[src/rtl/dbg_trace_gate.sv]
module dbg_trace_gate #(
  parameter int          IR_W       = 4,
  parameter int          CMD_W      = 10,
  parameter logic [3:0]  AUX_OP     = 4'b0001,
  parameter logic [9:0]  CLIENT_CMD = 10'b00_0111_1100,
  parameter int          MDO_W      = 8,
  parameter int          REG_W      = 32
) (
  input  logic             tck,
  input  logic             por_n,
  input  logic             trst_n,
  input  logic             tms,
  input  logic             tdi,
  output logic             tdo,
  output logic             client_en,
  input  logic [MDO_W-1:0] tr_data,
  input  logic [1:0]       tr_se,
  input  logic             tr_clk,
  output logic [MDO_W-1:0] aux_data,
  output logic [1:0]       aux_se,
  output logic             aux_clk,
  output logic             aux_oe,
  input  logic             rd_req,
  input  logic             wr_req,
  input  logic [REG_W-1:0] cli_rdata,
  output logic [REG_W-1:0] rd_data,
  output logic             cli_rd,
  output logic             cli_wr
);
  localparam logic [IR_W-1:0] IR_CAPT = IR_W'(1);
  localparam logic [IR_W-1:0] IR_BYP  = '1;

  typedef enum logic [3:0] {
    TLR = 4'd0, RTI = 4'd1, SDS = 4'd2, CDR = 4'd3,
    SDR = 4'd4, E1D = 4'd5, PDR = 4'd6, E2D = 4'd7,
    UDR = 4'd8, SIS = 4'd9, CIR = 4'd10, SIR = 4'd11,
    E1I = 4'd12, PIR = 4'd13, E2I = 4'd14, UIR = 4'd15
  } tap_t;

  tap_t             st, nx;
  logic [IR_W-1:0]  ir_sr, ir;
  logic [CMD_W-1:0] cmd_sr, cmd;
  logic             byp, en;

  wire rst_n  = por_n & trst_n;
  wire aux_on = (ir == AUX_OP);

  always_comb begin
    case (st)
      TLR:     nx = tms ? TLR : RTI;
      RTI:     nx = tms ? SDS : RTI;
      SDS:     nx = tms ? SIS : CDR;
      CDR:     nx = tms ? E1D : SDR;
      SDR:     nx = tms ? E1D : SDR;
      E1D:     nx = tms ? UDR : PDR;
      PDR:     nx = tms ? E2D : PDR;
      E2D:     nx = tms ? UDR : SDR;
      UDR:     nx = tms ? SDS : RTI;
      SIS:     nx = tms ? TLR : CIR;
      CIR:     nx = tms ? E1I : SIR;
      SIR:     nx = tms ? E1I : SIR;
      E1I:     nx = tms ? UIR : PIR;
      PIR:     nx = tms ? E2I : PIR;
      E2I:     nx = tms ? UIR : SIR;
      default: nx = tms ? SDS : RTI;
    endcase
  end

  always_ff @(posedge tck or negedge rst_n) begin
    if (!rst_n) begin
      st    <= TLR;
      ir_sr <= IR_CAPT;
      ir    <= IR_BYP;
      byp   <= 1'b0;
      en    <= 1'b0;
    end else begin
      st <= nx;
      case (st)
        TLR: ir    <= IR_BYP;
        CIR: ir_sr <= IR_CAPT;
        SIR: ir_sr <= {tdi, ir_sr[IR_W-1:1]};
        UIR: ir    <= ir_sr;
        CDR: if (!aux_on) byp <= 1'b0;
        SDR: if (!aux_on) byp <= tdi;
        UDR: if (aux_on && cmd_sr == CLIENT_CMD) en <= 1'b1;
        default: ;
      endcase
      if (nx == TLR) en <= 1'b0;
    end
  end

  always_ff @(posedge tck or negedge por_n) begin
    if (!por_n) begin
      cmd_sr <= '0;
      cmd    <= '0;
    end else if (aux_on) begin
      case (st)
        CDR: cmd_sr <= cmd;
        SDR: cmd_sr <= {tdi, cmd_sr[CMD_W-1:1]};
        UDR: cmd    <= cmd_sr;
        default: ;
      endcase
    end
  end

  always_comb begin
    tdo = 1'b0;
    if (st == SIR)      tdo = ir_sr[0];
    else if (st == SDR) tdo = aux_on ? cmd_sr[0] : byp;
  end

  assign client_en = en;
  assign aux_oe    = en;
  assign aux_data  = en ? tr_data : '0;
  assign aux_se    = en ? tr_se   : 2'b11;
  assign aux_clk   = en & tr_clk;
  assign rd_data   = en ? cli_rdata : '0;
  assign cli_rd    = en & rd_req;
  assign cli_wr    = en & wr_req;
endmodule

[config.mk]
export PLATFORM = sky130hd
export DESIGN_NAME = dbg_trace_gate
export DESIGN_NICKNAME = d
export VERILOG_FILES = /design/src/rtl/dbg_trace_gate.sv
export SDC_FILE = /design/constraint.sdc
export NUM_CORES = 1
export LEC_CHECK = 0
export BUFFER_PORTS_ARGS = -buffer_cell sky130_fd_sc_hd__buf_2
export CORE_MARGIN = 4
export CORE_UTILIZATION = 35
export CTS_CLUSTER_DIAMETER = 120
export CTS_CLUSTER_SIZE = 24
export DETAILED_ROUTE_END_ITERATION = 8
export PLACE_DENSITY_LB_ADDON = 0.25
export SYNTH_ARGS = -nofsm -noshare
export SYNTH_HDL_FRONTEND = slang
export SYNTH_SLANG_ARGS = --single-unit
export TNS_END_PERCENT = 5
[constraint.sdc]
create_clock -name tck -period 3.3 [get_ports tck]
set_input_delay 0.66 -clock tck [delete_from_list [all_inputs] [get_ports tck]]
set_output_delay 0.66 -clock tck [all_outputs]
set_load 0.01 [all_outputs]
* After elaboration in Yosys (flattened, before gate mapping)
Index checks and enable logic that the tools add are counted.
** Storage, ports and cells
- Bits in registers :: 34
- Bits of input ports :: 50
- Output and inout port bits :: 48
- Logic and storage cells :: 71
** Operators by class
- Eq/ne operators :: 18
- Mux-type cells :: 28
- Bitwise gates (word level) :: 4
- Reduce and logical (&&, ||, !) cells :: 14
** Operator list (count)
- 4-bit one-hot mux with 11 select lines :: 1
- 4-bit equality test, second input constant :: 8
- 32-bit two-way mux :: 1
- 10-bit one-hot mux with 2 select lines :: 1
- 4-bit by 3-bit equality test with 1-bit output, second input constant :: 4
- 4-bit two-way mux :: 4
- 4-bit one-hot mux with 2 select lines :: 2
- 1-bit two-way mux :: 11
- 10-bit by 7-bit equality test with 1-bit output, second input constant :: 1
- 2-bit nonzero test :: 5
- 4-bit by 2-bit equality test with 1-bit output, second input constant :: 2
- 4-bit logical NOT :: 2
- 2-bit two-way mux :: 4
- 8-bit two-way mux :: 1
- 3-bit two-way mux :: 2
- 2-bit AND reduction :: 3
- 1-bit AND :: 4
- 4-bit by 1-bit equality test with 1-bit output, second input constant :: 1
- 2-bit inequality test, second input constant :: 2
- 2-bit OR reduction :: 2
- 3-bit AND reduction :: 1
- 1-bit one-hot mux with 2 select lines :: 1
- 1-bit logical AND :: 1

* Logic depth before layout (Yosys ltp)
- Depth after elaboration :: 6
- Gate-level depth with buffers :: 7
- Mapped depth without buffers :: 4

* Worst setup path before layout
No wires, ideal clock.
- Path type :: reg2out
- From :: register st[1]
- To :: output port tdo
- Arrival :: 1.210 ns
- Required time :: 2.640 ns
- Path slack :: 1.430 ns
- Cell stages (with the launch flop) :: 7
- Buffers on the path :: 3
- Path through :: dfrtp_1 -> buf_2 -> nor2_1 -> and3_1 -> buf_2 -> buf_6 -> o2bb2ai_1
** Between the ends
- Cells in the longest elaborated chain, start to end :: 3
- Elaborated cells between the ends (all ways) :: 4
- Those cells by class :: 2 x eq/ne; 2 x mux
** Ends and longest elaborated chain
- start: declaration :: RTL line 40 : tap_t st, nx;
- start signal: assignment :: RTL line 77 : st <= nx;
- 4-bit by 3-bit equality test with 1-bit output :: RTL line 109 : else if (st == SDR) tdo = aux_on ? cmd_sr[0] : byp;
- 1-bit two-way mux :: RTL line 109
- 1-bit two-way mux * :: RTL line 108 : if (st == SIR) tdo = ir_sr[0];
- end: declaration :: RTL line 14 : output logic tdo,
Every way passes the cells marked *; elsewhere a longest branch is shown, timed or not.

* Final worst setup path
- From :: register st[0]
- To :: output port tdo
Same word-level chain as after synthesis.

==> results.toml <==
[sta]
layout_setup_ws_ps = 852.9
rsz0062_at_grt = "false"
worstMarginPinSlew_ps = 1034
finalClockSkew_ps = 2.873
setup_viol = 0
min_period_ps = 2447
max_clock_freq_ghz = 0.4086
finalMaxSlewViolations = 0
post-route-period-util = 0.7415
hold_violations = 0
setup_tns_ps = 0
slew_headroom = 0.3107

[clocking]
numCtsBuffers = 5
tritoncts = "done"
clockRootBuffer = "clkbuf_8"
clkTransAtPathRegs_ps = 70
cts-resized-gates = 0
cts_hold_buf = 0
post_cts_buffers = 0
clock_latency_ps = 280
htreeDepth = 2
cts_num_sinks = 34
clockBufferDepth = 2

[worst_setup_path]
critPathCaptureType = "output pin"
cp.arrival_ps = 1790
critPathRequiredTime_ps = 2640
path_max_fanout = 16
critPathLaunchType = "flip-flop"
critPathKind = "reg -> out"

[pwr]
ir_drop_mv = 0.1951
p_per_area_nw_per_um2 = 480.8
p_total_mw = 1.255
leakagePower_nw = 1.420

[floorplan]
die_x_um = 84.52
io_pins = 98
core_um2 = 5608
die_y_um = 84.52
rows = 27
initial_core_util = 0.3655
die-area_um2 = 7144

[synthesis]
syn-cell-area_um2 = 2049
post_synth_num_cell_types = 43
yosysTopAreaCell = "dfrtp_1"
async_flop_share = 1.000
synthFlopType = "dfrtp_1"
synth_edf_count = 0
syn_inst = 219
ys_seq_area_frac = 0.4182
synth_area_leaders = "dfrtp_1, and2_1, dfstp_2, mux2_2, mux2i_1"
netlist.area_leader.share = 0.3541
synth_fp_nets = 269
synth-seq-cells = 34
syn_area_per_cell_um2 = 9.358
ys_warn_count = 0

[grt]
antenna_found_initial = 0
grt_pass1_wl_um = 8797
overflow = 0
track_usage = 0.1560
grt_pass1_vias = 1847
grt_max_degree = 49

[detailed_routing]
vias = 1817
viasPerCell = 4.794
wl_met1_um = 2203
dr.pass1.iters = 7
maxUsedRoutingLayer = "met4"
wl_per_cell_um = 14.21
drt_wl_total_um = 5385
route.detailed.drc = 0
met3_length_um = 440
drtIter0Drc = 67
ant_nets = 0
route.met2.wl_um = 2631

[layout]
drive_gt1_frac = 0.4039
fillCellCount = 558
n_antenna_cell = 0
ff_latch_area_um2 = 857.1
final_net_count = 357
area_delta_synth_final_pct = 27.35
final_core_util = 0.4654
multiInputGateArea_um2 = 1061

[placement]
gp_congestion = 0.8587
pre_cts_slack_ps = 1150
dpl.hpwl_um = 4154
io_buffer_count = 97

[outcome]
outcome = "complete, no violations"

[job]
maxCapViolCount = 0

[hold_path]
worst_hold_path_type = "in -> async"
[critical path: stages, from the launching register on]
cell and delay, ps:
dfrtp_1 560, nor2_1 250, and3_1 180, buf_4 220
o2bb2ai_1 140, buf_2 150
[logic make-up (layout without fill, tap and decap cells)]
group,count (synthesis),after routing,synth area share
XOR/XNOR,1,1,0.004274
multiplexers,19,19,0.09890
flip-flops,34,34,0.4182
AO/OA/AOI/OAI,41,41,0.1404
AND/OR/NAND/NOR,99,99,0.2741
buffers and inverters,25,113,0.06410
[synthesized netlist by cell type, drive strengths merged (4+ instances only)]
master and count:
a21oi 11, a22oi 4, and2 44, buf 11
clkbuf 6, dfrtp 29, dfstp 5, inv 8
mux2 10, mux2i 9, nand2 14, nand2b 4
nor2 21, o21ai 12
[layout by cell type (no fill, tap or decap), types with 2 or more instances in the layout]
cell type	count
inv_1	8
nand2_1	14
nor2b_1	2
mux2i_1	9
dfstp_2	5
o211ai_1	2
nor3b_1	2
mux2_2	9
clkinv_2	2
a21oi_1	11
o211a_1	2
and2_1	44
a2bb2oi_1	2
nor2_1	21
nand3_1	2
clkbuf_8	5
o21ai_0	12
dfrtp_1	29
nand2b_1	4
buf_2	97
a22oi_1	4
[final timing paths]
kind / from / end / slack [ps] / cells after the start
max: st[0] / tdo / 850 / 5
min: por_n / cmd_sr[7] / 320 / 1
max reg2reg: st[2] / cmd_sr[9] / 1510 / 4
min reg2reg: ir_sr[0] / ir_sr[0] / 490 / 2
max in group asynchronous: por_n / ir_sr[3] / 2040 / 2
min in group tck: ir_sr[0] / ir_sr[0] / 490 / 2
[where the power goes]
group,switching (mW),internal (mW)
Sequential,0.124,0.488
Combinational,0.189,0.167
Clock,0.146,0.141
Total,0.459,0.796
[registers in the layout, summed over array words and instances, names as in the netlist]
signal	flops
st	4
aux_oe	1
ir_sr	4
ir	4
cmd_sr	10
byp	1
cmd	10
[layout make-up]
type / instances / share of cell area
inverters: 8 / 0.01151
repair buffers: 98 / 0.1889
well taps: 72 / 0.03452
flip-flops and latches: 34 / 0.3284
clock buffers: 5 / 0.02637
multi-input cells: 160 / 0.4065
clock inverters: 2 / 0.003835
[routing by layer]
metal / global-route usage / vias to the layer above
li1: - / 912
met1: 0.1778 / 817
met2: 0.2626 / 80
met3: 0.05790 / 8
met4: 0.06475 / 0
met5: 0 / -
[through the flow]
step	std cells	hold WS (ps)	cell area (µm²)
3_3_place_gp	372	469.0	2531
6_report	379	316.9	2610
3_5_place_dp	372	479.0	2531
4_1_cts	379	319.2	2610
2_1_floorplan	219	364.4	2049
5_1_grt	379	345.5	2610
No activity file was read; power rests on OpenSTA's default activity.
